<file path="config.mk">
export PLATFORM = sky130hd
export DESIGN_NAME = ulpi_vp_engine
export DESIGN_NICKNAME = d
export VERILOG_FILES = /design/src/rtl/ulpi_vp_pkg.sv /design/src/rtl/ulpi_vp_seq.sv /design/src/rtl/ulpi_vp_watch.sv /design/src/rtl/ulpi_vp_engine.sv
export SDC_FILE = /design/constraint.sdc
export NUM_CORES = 1
export LEC_CHECK = 0
export BUFFER_PORTS_ARGS = -buffer_cell sky130_fd_sc_hd__clkbuf_2
export CAP_MARGIN = 25
export CORE_MARGIN = 5
export CORE_UTILIZATION = 44
export DETAILED_ROUTE_END_ITERATION = 10
export GPL_ROUTABILITY_DRIVEN = 1
export PLACE_DENSITY = 0.67
export SLEW_MARGIN = 20
export SYNTH_ARGS = -nofsm -noshare
export SYNTH_HDL_FRONTEND = slang
export SYNTH_HIERARCHICAL = 1
export SYNTH_SLANG_ARGS = --single-unit
</file>
<file path="constraint.sdc">
create_clock -name clk_i -period 2.9 [get_ports clk_i]
set_input_delay 0.29 -clock clk_i [delete_from_list [all_inputs] [get_ports clk_i]]
set_output_delay 0.29 -clock clk_i [all_outputs]
set_load 0.01 [all_outputs]
</file>
<file path="src/rtl/ulpi_vp_pkg.sv">
package ulpi_vp_pkg;
  typedef enum logic [2:0] {
    S_IDLE, S_CMD, S_WDAT, S_WSTP, S_TA1, S_RDAT, S_TA2
  } vp_state_e;

  localparam logic [1:0] TX_REGWR = 2'b10;
  localparam logic [1:0] TX_REGRD = 2'b11;
endpackage

</file>
<file path="src/rtl/ulpi_vp_seq.sv">
module ulpi_vp_seq
  import ulpi_vp_pkg::*;
#(
  parameter int DATA_W = 8,
  localparam int ADDR_W = DATA_W - 2
) (
  input  logic              clk_i,
  input  logic              rst_ni,
  input  logic              link_rst_i,
  input  logic              cmd_we_i,
  input  logic              cmd_run_i,
  input  logic              cmd_rd_i,
  input  logic [ADDR_W-1:0] cmd_addr_i,
  input  logic [DATA_W-1:0] cmd_wdata_i,
  input  logic              dir_i,
  input  logic              nxt_i,
  input  logic [DATA_W-1:0] data_i,
  output logic [DATA_W-1:0] data_o,
  output logic              data_oe_o,
  output logic              stp_o,
  output logic              busy_o,
  output logic [DATA_W-1:0] rdata_o
);
  vp_state_e st_q, st_d;
  logic              rd_q;
  logic [ADDR_W-1:0] addr_q;
  logic [DATA_W-1:0] wd_q;
  logic              accept;

  assign accept = (st_q == S_IDLE) && cmd_we_i && cmd_run_i;

  always_comb begin
    st_d = st_q;
    unique case (st_q)
      S_IDLE: if (accept) st_d = S_CMD;
      S_CMD:  if (!dir_i && nxt_i) st_d = rd_q ? S_TA1 : S_WDAT;
      S_WDAT: st_d = S_WSTP;
      S_WSTP: st_d = S_IDLE;
      S_TA1:  st_d = S_RDAT;
      S_RDAT: st_d = S_TA2;
      S_TA2:  st_d = S_IDLE;
      default: st_d = S_IDLE;
    endcase
  end

  always_ff @(posedge clk_i or negedge rst_ni) begin
    if (!rst_ni) begin
      st_q    <= S_IDLE;
      rd_q    <= 1'b0;
      addr_q  <= '0;
      wd_q    <= '0;
      rdata_o <= '0;
    end else if (link_rst_i) begin
      st_q <= S_IDLE;
    end else begin
      st_q <= st_d;
      if (accept) begin
        rd_q   <= cmd_rd_i;
        addr_q <= cmd_addr_i;
        wd_q   <= cmd_wdata_i;
      end
      if (st_q == S_RDAT) rdata_o <= data_i;
    end
  end

  always_comb begin
    data_o    = '0;
    data_oe_o = 1'b0;
    unique case (st_q)
      S_CMD: if (!dir_i) begin
        data_oe_o = 1'b1;
        data_o    = {rd_q ? TX_REGRD : TX_REGWR, addr_q};
      end
      S_WDAT: begin data_oe_o = 1'b1; data_o = wd_q; end
      S_WSTP: data_oe_o = 1'b1;
      default: ;
    endcase
  end

  assign stp_o  = (st_q == S_WSTP);
  assign busy_o = (st_q != S_IDLE);

  p_turnaround_r5: assert property (@(posedge clk_i) disable iff (!rst_ni)
    (st_q == S_TA1 || st_q == S_TA2) |-> !data_oe_o);
  p_hold_cmd_r7: assert property (@(posedge clk_i) disable iff (!rst_ni)
    (busy_o && !link_rst_i) |=> ($stable(addr_q) && $stable(rd_q) && $stable(wd_q)));
  p_close_r4: assert property (@(posedge clk_i) disable iff (!rst_ni)
    ($fell(busy_o) && !$past(link_rst_i)) |-> ($past(st_q) == S_WSTP || $past(st_q) == S_TA2));
endmodule

</file>
<file path="src/rtl/ulpi_vp_watch.sv">
module ulpi_vp_watch #(
  parameter int STALL_CYC = 600000,
  localparam int CNT_W = $clog2(STALL_CYC + 1)
) (
  input  logic clk_i,
  input  logic rst_ni,
  input  logic run_i,
  output logic stall_o
);
  logic [CNT_W-1:0] cnt_q;
  localparam logic [CNT_W-1:0] LIMIT = CNT_W'(STALL_CYC);

  always_ff @(posedge clk_i or negedge rst_ni) begin
    if (!rst_ni)            cnt_q <= '0;
    else if (!run_i)        cnt_q <= '0;
    else if (cnt_q != LIMIT) cnt_q <= cnt_q + 1'b1;
  end

  assign stall_o = run_i && (cnt_q == LIMIT);

  p_stall_run_r9: assert property (@(posedge clk_i) disable iff (!rst_ni)
    stall_o |-> run_i);
endmodule

</file>
<file path="src/rtl/ulpi_vp_engine.sv">
module ulpi_vp_engine #(
  parameter int DATA_W    = 8,
  parameter int STALL_CYC = 600000,
  localparam int ADDR_W   = DATA_W - 2
) (
  input  logic              clk_i,
  input  logic              rst_ni,
  input  logic              link_rst_i,
  input  logic              cmd_we_i,
  input  logic              cmd_run_i,
  input  logic              cmd_rd_i,
  input  logic [ADDR_W-1:0] cmd_addr_i,
  input  logic [DATA_W-1:0] cmd_wdata_i,
  input  logic              stop_force_i,
  output logic              vp_run_o,
  output logic [DATA_W-1:0] vp_rdata_o,
  output logic              stall_o,
  input  logic              ulpi_dir_i,
  input  logic              ulpi_nxt_i,
  input  logic [DATA_W-1:0] ulpi_data_i,
  output logic [DATA_W-1:0] ulpi_data_o,
  output logic              ulpi_data_oe_o,
  output logic              ulpi_stp_o
);
  logic seq_stp;

  ulpi_vp_seq #(.DATA_W(DATA_W)) u_seq (
    .clk_i, .rst_ni, .link_rst_i,
    .cmd_we_i, .cmd_run_i, .cmd_rd_i, .cmd_addr_i, .cmd_wdata_i,
    .dir_i(ulpi_dir_i), .nxt_i(ulpi_nxt_i), .data_i(ulpi_data_i),
    .data_o(ulpi_data_o), .data_oe_o(ulpi_data_oe_o), .stp_o(seq_stp),
    .busy_o(vp_run_o), .rdata_o(vp_rdata_o)
  );

  ulpi_vp_watch #(.STALL_CYC(STALL_CYC)) u_watch (
    .clk_i, .rst_ni, .run_i(vp_run_o), .stall_o
  );

  // suspend override wins over the sequencer
  assign ulpi_stp_o = seq_stp | stop_force_i;

  p_stop_force_r8: assert property (@(posedge clk_i) disable iff (!rst_ni)
    stop_force_i |-> ulpi_stp_o);
  p_accept_r2: assert property (@(posedge clk_i) disable iff (!rst_ni)
    (!vp_run_o && cmd_we_i && cmd_run_i && !link_rst_i) |=> vp_run_o);
  p_link_rst_r10: assert property (@(posedge clk_i) disable iff (!rst_ni)
    link_rst_i |=> (!vp_run_o && !stall_o));
endmodule

</file>
**Yosys cells after proc, flatten, opt, wreduce, memory -nomap -nowiden**

Index checks and enable logic that the tools add are counted.

- Word-level logic and storage cells: 42
- Memory bits (read-only): 0
- Output and inout bits: 20
- Memories: 0
- Bits in registers: 46
- Input port bits: 31
- Latch bits: 0
- Bits in writable memories: 0

- Mux-type cells: 12
- Shift-type cells: 0
- Bitwise operators: 2
- Add/sub/neg operators: 1
- Equal/unequal tests: 10
- Order comparisons: 0
- Div/mod/pow operators: 0
- Multipliers: 0
- Reduce and logical (&&, ||, !) cells: 11

Operators with widths:

| cell | count |
|---|---|
| 2-to-1 mux 20 bit | 2 |
| adder 20 x 1 -> 20 bit (second input constant) | 1 |
| == test 20 bit (second input constant) | 1 |
| != test 20 bit (second input constant) | 1 |
| case mux 8 bit (2 select lines) | 1 |
| case mux 3 bit (5 select lines) | 1 |
| 2-to-1 mux 3 bit | 4 |
| 2-to-1 mux 8 bit | 1 |
| == test 3 x 2 -> 1 bit (second input constant) | 2 |
| == test 3 bit (second input constant) | 2 |
| != test 3 x 2 -> 1 bit (second input constant) | 2 |
| AND reduction 2 bit | 3 |
| logical AND 1 bit | 4 |
| == test 3 x 1 -> 1 bit (second input constant) | 1 |
| logical NOT 3 bit | 1 |
| nonzero test 3 bit | 1 |
| 2-to-1 mux 1 bit | 2 |
| != test 2 bit (second input constant) | 1 |
| case mux 1 bit (2 select lines) | 1 |
| OR reduction 2 bit | 1 |
| logical NOT 1 bit | 1 |
| NOT 1 bit | 1 |
| bitwise OR 1 bit | 1 |

**Longest topological paths before layout**

Gate-level depths: netlist (run 1).

- Word-level depth: 6
- Depth in mapped cells: 6
- Gate-level depth less buffers: 6

**Modules after synthesis**

Netlist (run 1), hierarchy kept.

By module, submodules not included:

| module | times used | area an instance (sq um) | cells an instance | sequential area each (sq um) |
|---|---|---|---|---|
| ulpi_vp_seq | 1 | 1228.7 | 99 | 650.6 |
| ulpi_vp_watch | 1 | 1077.3 | 114 | 500.5 |
| ulpi_vp_engine | 1 | 6.3 | 1 | 0.0 |

**Least setup slack after synthesis (run 1)**

Ideal clock, no wire load.

- Path kind: reg2reg
- From: reg u_watch.cnt_q[1]
- To: reg u_watch.cnt_q[18]
- Data arrival time: 1.719 ns
- Required time: 2.823 ns
- Path buffers: 0
- Setup slack: 1.103 ns
- Clock period less this slack: 1.797 ns
- Setup time: 0.077 ns
- Cell stages (with the launch flop): 6
- Cell sequence: dfrtp_1 -> ha_1 -> inv_1 -> or4_4 -> or3_1 -> a21oi_1

- Word-level cells in the longest chain between the ends: 3
- Elaborated cells on any way between the ends: 5
- Those cells by class: 1 x add/sub; 2 x eq/ne; 2 x mux

RTL lines:

| element | line | text |
|---|---|---|
| start, declared | ulpi_vp_watch.sv:10 | `logic [CNT_W-1:0] cnt_q;` |
| start signal, assigned | ulpi_vp_watch.sv:16 | `else if (cnt_q != LIMIT) cnt_q <= cnt_q + 1'b1;` |
| adder 20 x 1 -> 20 bit | ulpi_vp_watch.sv:16 |  |
| 2-to-1 mux 20 bit | ulpi_vp_watch.sv:16 |  |
| 2-to-1 mux 20 bit | ulpi_vp_watch.sv:15 | `else if (!run_i) cnt_q <= '0;` |

Several ways; a longest one is shown, not always the timed one. The select of a mux whose other input is x is not followed.
A chain may end at the register's enable or synchronous reset.

**Worst setup path after layout (run 1)**

- From: reg u_seq.st_q[0]
- To: out ulpi_data_o[7]

- Word-level cells in the longest chain between the ends: 2
- Elaborated cells on any way between the ends: 3
- Those cells by class: 2 x eq/ne; 1 x mux

RTL lines:

| element | line | text |
|---|---|---|
| start, declared | ulpi_vp_seq.sv:24 | `vp_state_e st_q, st_d;` |
| start signal, assigned | ulpi_vp_seq.sv:56 | `st_q <= st_d;` |
| == test 3 x 2 -> 1 bit / == test 3 x 1 -> 1 bit (equally long branches) | ulpi_vp_seq.sv:69 | `unique case (st_q)` |
| case mux 8 bit (2 select lines) * | ulpi_vp_seq.sv:69 |  |
| end, declared | ulpi_vp_engine.sv:21 | `output logic [DATA_W-1:0] ulpi_data_o,` |

Mark *: on every way between the ends. The rest lies on a longest branch, timed or not.

==> summary.txt, run 1 <==
Die
  – Die Ht: 82.5 um
  – Die area: roughly 6800 um2
  – Rows: 26
  – Ports: just over 50
  – Core area: about 5100 um2
  – Chip Width: 82.5 um
  – Starting Density: 45.3%

Worst setup path
  – Critical path endpoint category: output pin
  – Critical path's top delay family: simple AND/OR/NAND/NOR gates
  – Max incr delay on CP: between 500 and 600 ps
  – Reg2Reg Launch Point: u_seq/st_q[0]
  – Reg-to-reg endpoint: u_seq/wd_q[7]
  – Worst-case reg-to-reg path depth: 4
  – Required @ worst endpoint: between 2000 and 3000 ps
  – WP buf/inv: 1
  – Max FO, Critical Path: 20
  – Setup crit start kind: flop
  – CP arrival: 1880 ps
  – WS Path Type: flop to output pin
  – R2r setup slk: ~870 ps
  – Critical-path top delay cell: dfrtp_1
  – Crit-path cells: nor2b_1 -> a22oi_1 -> nor2_1 -> clkbuf_2

GRT
  – First-pass GRT wire length: ~8 mm
  – Initial antenna violation count: 0
  – Pin count of the biggest net entering global routing: 29
  – Grt ovf: 0
  – Vias in the first global route: 1796
  – Total Routing Usage GR: ~15%

CTS
  – CTS tree: done
  – Root Driver: clkbuf_8
  – CTS H-tree lvls: 2
  – Setup bufs post-CTS: 0
  – CTS Buffer Depth: 2
  – Reg clk slew, reported paths: ~80 ps
  – Cts bufs inserted: 5
  – Hold Buf Count CTS: 0
  – Post-CTS sizing: 0
  – Worst-skew pair later-pin latency: 290 ps
  – # clock sinks: 46

Route
  – Via/cell ratio: roughly 5.3
  – Final antenna-violating net count: 0
  – Iter 0 DRT Violations: ~140
  – Pre-antenna DRT Iters: 5
  – Post-DR wirelength/cell: 14.0 um
  – Drt drc: 0
  – Final wirelength: between 4 and 5 mm
  – Routed vias: roughly 1800

Synthesis
  – Post-synth EDFFs: 0
  – Synthesized flop and latch total: 46
  – Main synth FF type: dfrtp_1
  – Syn Area/Cell: around 11 um2
  – Post-Synthesis Cell Area: around 2300 um2
  – Syn Inst Count: ~210
  – Syn_nets: ~250
  – Sequential fraction of the synthesis area: 49.8%
  – Synth cell types: 45
  – Async SR Flop Fraction: 100%
  – Synthesis Warnings: 6

Finish
  – Nets: 297
  – Utilization after layout: a little over half
  – Final Non-Filler Cells: 335
  – Antenna cells: 0
  – Share of layout cells above drive strength 1: about a third
  – # fillers: around 460
  – Most common cell after layout, fill and taps aside: clkbuf_2
  – Synth-to-Final Area Change: 17.5%
  – Commonest non-fill, non-tap cells in the layout: clkbuf_2 (50), dfrtp_1 (46), nor2_1 (25)

STA
  – Fin. Hold Viols: 0
  – Worst Tran Pin Value: about 700 ps
  – Max-slew violation count: 0
  – RSZ-0062 raised after global routing: false
  – Final Setup Violations: 0
  – Peak Freq: ~460 MHz
  – Setup_tns: 0 ps
  – Clk_skew: around 8.5 ps
  – Slew Limit Headroom: 53.2%
  – Fin crit share: 74.9%
  – Min Tclk post-route: 2170 ps
  – WHS: 33.6 ps

Place
  – GPL Wtd Cong: 0.792
  – Placed Cells: about 330
  – HPWL after DPL: 3.42 mm
  – Port-buffer cells: 50

Power and ir drop
  – Maximum vdd ir drop: roughly 0.21 mV
  – Pwr dens: 530 nW/um2
  – Static Leak: 0.00124 uW

Min path
  – HP Class: input pin to async pin

Status
  – Outcome: finished clean

Job
  – Max-cap violations: 0
==> area by class of cell <==
class                      instances  area [um2]  area share [%]
sequential                        46        1150            42.4
multi-input combinational        153        1080            39.9
timing repair buffer              52         265            9.76
tap                               70        87.6            3.22
clock buffer                       7        76.3            2.81
clock inverter                     1        30.0            1.10
inverter                           6        22.5           0.829
==> flip-flops by register name, indices dropped and copies added, names as in the netlist <==
register / cells
u_seq/rdata_o: 8
u_seq/addr_q: 6
u_watch/cnt_q: 20
u_seq/st_q: 3
u_seq/rd_q: 1
u_seq/wd_q: 8
==> worst max path at each step <==
stage	start	endpoint	slack, ps	cells after the start
after floorplan	u_watch/cnt_q[1]	u_watch/cnt_q[18]	1100	5
after global placement	u_seq/st_q[0]	u_seq/addr_q[2]	900	4
after detailed placement	u_seq/st_q[0]	u_seq/wd_q[4]	880	4
after CTS	u_seq/st_q[0]	ulpi_data_o[7]	740	4
after global routing	u_seq/st_q[0]	ulpi_data_o[7]	510	4
final	u_seq/st_q[0]	ulpi_data_o[7]	730	4
==> logic make-up (layout without fill, tap and decap cells) <==
family                     count (synthesis)  in the layout  share of synthesized area, %
AOI/OAI and AO/OA                         26             26                          7.41
adders and majority gates                  2              2                          1.08
and+or+nand+nor                           87             87                          21.3
muxes                                     27             27                          12.9
DFF                                       46             46                          49.8
buffers and inverters                     15             66                          3.30
xor gates and xnor gates                  11             11                          4.17
==> cell usage after synthesis (all sizes together) (5+ instances only) <==
library cell  count  share of area (%)
a32oi             7                2.7
nand2            13                2.1
mux2             23                 11
nor2             25                4.1
dfrtp            46                 50
inv               6               0.97
nand3             8                1.7
or3               6                1.9
nand4             6                2.2
xor2              6                2.3
o21ai             5                1.1
xnor2             5                1.9
and3              7                1.9
a21oi             8                1.7
clkbuf            5               0.81
==> routing by layer <==
metal / up-vias / share of wire [%] / GRT usage [%]
li1: 865 / - / -
met1: 860 / 45 / 18.0
met2: 47 / 48 / 26.4
met3: 7 / 5.6 / 4.23
met4: 0 / 1.3 / 4.90
met5: - / 0 / 0
==> where the power goes <==
| group | internal, uW | total (uW) | leakage, uW | switching (uW) |
|---|---|---|---|---|
| clock | 258 | 458 | 0.0000524 | 200 |
| sequential | 717 | 772 | 0.000600 | 54.7 |
| combinational | 111 | 211 | 0.000583 | 100 |
| total | 1090 | 1440 | 0.00124 | 355 |
==> per-stage QoR <==
| stage | total power, uW | area (um2) | setup slack [ps] |
|---|---|---|---|
| after CTS | 1470 | 2720 | 735 |
| after floorplan | 910 | 2310 | 1100 |
| after global placement | 992 | 2610 | 896 |
| after detailed placement | 999 | 2610 | 883 |
| final | 1440 | 2720 | 727 |
| after global routing | 1520 | 2720 | 506 |
Power figures use the tool's default switching activity.
==> inputs of run 2 (changes only) <==
--- a/config.mk
+++ b/config.mk
@@ -11,7 +11,7 @@
 export CORE_UTILIZATION = 44
 export DETAILED_ROUTE_END_ITERATION = 10
 export GPL_ROUTABILITY_DRIVEN = 1
-export PLACE_DENSITY = 0.67
+export PLACE_DENSITY = 0.69
 export SLEW_MARGIN = 20
 export SYNTH_ARGS = -nofsm -noshare
 export SYNTH_HDL_FRONTEND = slang
==> constraint.sdc (replaced) <==
create_clock -name clk_i -period 1.79 [get_ports clk_i]
set_input_delay 0.179 -clock clk_i [delete_from_list [all_inputs] [get_ports clk_i]]
set_output_delay 0.179 -clock clk_i [all_outputs]
set_load 0.01 [all_outputs]
==> run 2 against run 1 <==
  * The run now ends with negative setup slack left
  * Cell count increased by 7.5%
  * Final area rose by 10%
  * Die area did not move
  * Clock-buffer cell count unchanged
  * Sequential cell count did not move
  * Highest routed layer unchanged
  * Hold slack improved by 73 ps
  * Routed wire length is 6.8% higher
  * Non-clock buffer count increased by 26
  * Total power up 58%
  * Via count increased by 6.0%
  * Sequential power increased by 59%
  * Combinational power rose by 110%
  * Largest cell class is now multi-input gates
==> summary.txt, run 2 (synthesis gave the netlist of run 1 again) <==
Finish
  – Share of layout cells above drive strength 1: 43.8% (+9.8 points)
  – Top Registers: u_watch/cnt_q x20, u_seq/rdata_o x8, u_seq/wd_q x8
  – Area used by multi-input combinational logic: 1160 um2 (+6.7%)
  – Commonest non-fill, non-tap cells in the layout: clkbuf_2 (49), dfrtp_1 (46), nor2_1 (25)
  – Top reg by flops: u_watch/cnt_q
  – # fillers: 449 (-2.6%)
  – Fin area: 2990 um2 (+10%)
  – Synth-to-Final Area Change: 29.4%
  – Antenna cells: 0 (unchanged)
  – Nets: 323 (+8.8%)
  – Most common cell after layout, fill and taps aside: clkbuf_2
  – Register area: 1150 um2 (unchanged)
  – Final Non-Filler Cells: 360 (+7.5%)
  – Max reg flops: 20 (unchanged)

Power and ir drop
  – Seq pwr share: 54.1% (+0.5 points)
  – Switching fraction of total power: 26.5% (+1.9 points)
  – Pwr dens: 760 nW/um2 (+43%)
  – Power share of the combinational group: 19.7% (+5.1 points)
  – Static Leak: 0.00137 uW (+11%)
  – NetSw: 603 uW (+70%)
  – Clk network pwr share: 26.2% (-5.6 points)
  – Internal: 1670 uW (+54%)
  – Maximum vdd ir drop: 0.466 mV (+120%)

Die
  – Chip Width: 82.5 um (unchanged)
  – Rows: 26 (unchanged)
  – Starting Density: 45.3% (unchanged)
  – Die Ht: 82.5 um (unchanged)
  – Core area: 5110 um2 (unchanged)
  – Die area: 6800 um2 (unchanged)
  – Ports: 51 (unchanged)

Place
  – Placement Setup Slack: 63.4 ps (-820 ps)
  – GPL Wtd Cong: 0.795 (+0.35%)
  – HPWL after DPL: 3.48 mm (+1.6%)
  – Area of placed instances: 2770 um2 (+6.0%)
  – Placed Cells: 346 (+5.8%)
  – Port-buffer cells: 50 (unchanged)

GRT
  – Initial antenna violation count: 0 (unchanged)
  – Pin count of the biggest net entering global routing: 47 (+62%)
  – Total Routing Usage GR: 16.3% (+1.2 points)
  – First-pass GRT wire length: 8.67 mm (+8.4%)
  – Grt ovf: 0 (unchanged)
  – Vias in the first global route: 1992 (+11%)

Worst setup path
  – Reg-to-reg endpoint: u_watch/cnt_q[18]
  – CP arrival: 1670 ps (-210 ps)
  – Worst Setup EP: stall_o
  – Worst-case reg-to-reg path depth: 6 (+2)
  – CP Launch Point: u_watch/cnt_q[0]
  – Setup crit start kind: flop
  – Required @ worst endpoint: 1610 ps (-1000 ps)
  – R2r setup slk: 0 ps (-870 ps)
  – Max FO, Critical Path: 2 (-90%)
  – Critical path endpoint category: output pin
  – Reg2Reg Launch Point: u_watch/cnt_q[0]
  – WS Path Type: flop to output pin

CTS
  – Worst-skew pair later-pin latency: 300 ps (about the same)
  – CTS Buffer Depth: 2 (unchanged)
  – Cts bufs inserted: 5 (unchanged)
  – # clock sinks: 46 (unchanged)
  – Reg clk slew, reported paths: 80 ps (about the same)
  – CTS H-tree lvls: 2 (unchanged)
  – CTS tree: done
  – Root Driver: clkbuf_8

STA
  – Fin. Hold Viols: 0 (unchanged)
  – Fin crit share: 103%
  – Max-slew violation count: 0 (unchanged)
  – Worst setup margin: -56.2 ps (-783 ps)
  – Slew Limit Headroom: 61.7% (+8.5 points)
  – Worst Tran Pin Value: 575 ps (-127 ps)
  – Min Tclk post-route: around 1800 ps
  – RSZ-0062 raised after global routing: true
  – Peak Freq: between 500 and 600 MHz
  – Final Setup Violations: 2 (+2)
  – Clk_skew: 3.82 ps (-4.67 ps)

Route
  – Pre-antenna DRT Iters: 4 (-1)
  – Final antenna-violating net count: 0 (unchanged)
  – Final wirelength: 5.00 mm (+6.8%)
  – Drt drc: 0 (unchanged)
  – Routed vias: 1886 (+6.0%)
  – Via/cell ratio: 5.24 (-1.3%)
  – Post-DR wirelength/cell: 13.9 um (-0.66%)
  – Iter 0 DRT Violations: 90 (-35%)

Min path
  – HP Class: input pin to flop

Job
  – Max-cap violations: 0 (unchanged)

Status
  – Outcome: complete, but fails checks
  – Violated checks: negative setup slack
==> run 2: layout make-up <==
type                       count  share of cell area (%)
multi-input combinational    153                    38.7
inverter                       6                   0.920
clock buffer                   7                    2.55
sequential                    46                    38.5
timing repair buffer          78                    16.5
tap                           70                    2.93
==> run 2: per-layer routing <==
layer | vias up | track usage, % | wire length (um)
li1 | 920 | - | -
met4 | 0 | 4.90 | 80
met1 | 914 | 20.2 | 2240
met3 | 8 | 4.45 | 271
met5 | - | 0 | 0
met2 | 44 | 27.8 | 2400
==> run 2: stage by stage <==
step                      utilization, %  hold WS, ps  TNS (ps)  power [uW]
after detailed placement            54.2          312         0        1650
final                               58.6          107     -60.5        2270
after global routing                58.6          100      -257        2410
after CTS                           56.8         99.5     -45.7        2270
after floorplan                        -         -117         0        1470
after global placement              54.2          305         0        1640
==> run 2: worst max-delay path, stage by stage (launching register included) <==
cell and delay, ps:
dfrtp_1 400, buf_6 130, inv_4 50, ha_4 120, nor4b_4 180, and3_4 220
and3_4 180, buf_6 90
==> run 2: power groups by stage <==
stage / registers, uW / logic [uW] / clock network [uW]
6_report: 1230 / 447 / 596
5_1_grt: 1250 / 497 / 668
4_1_cts: 1230 / 426 / 618
3_5_place_dp: 1250 / 403 / 0
3_3_place_gp: 1250 / 395 / 0
2_1_floorplan: 1250 / 226 / 0
==> run 2: what timing repair did <==
item,in CTS,in global routing
setup buffers,4,2
resized for setup,5,18
hold endpoints to repair,46,0
pin swaps,3,6
setup endpoints to repair,1,12
hold buffers,1,0
==> run 2: how the worst min path moves through the flow <==
stage               cells past startpoint  slack [ps]                to      startpoint
floorplan                               0        -120   u_seq/addr_q[0]          rst_ni
global placement                        2         310  u_seq/rdata_o[4]          rst_ni
detailed placement                      2         310  u_seq/rdata_o[4]          rst_ni
CTS                                     2         100     u_seq/wd_q[6]  cmd_wdata_i[6]
global route                            2         100     u_seq/wd_q[4]  cmd_wdata_i[4]
finish                                  2         110  u_seq/rdata_o[4]  ulpi_data_i[4]
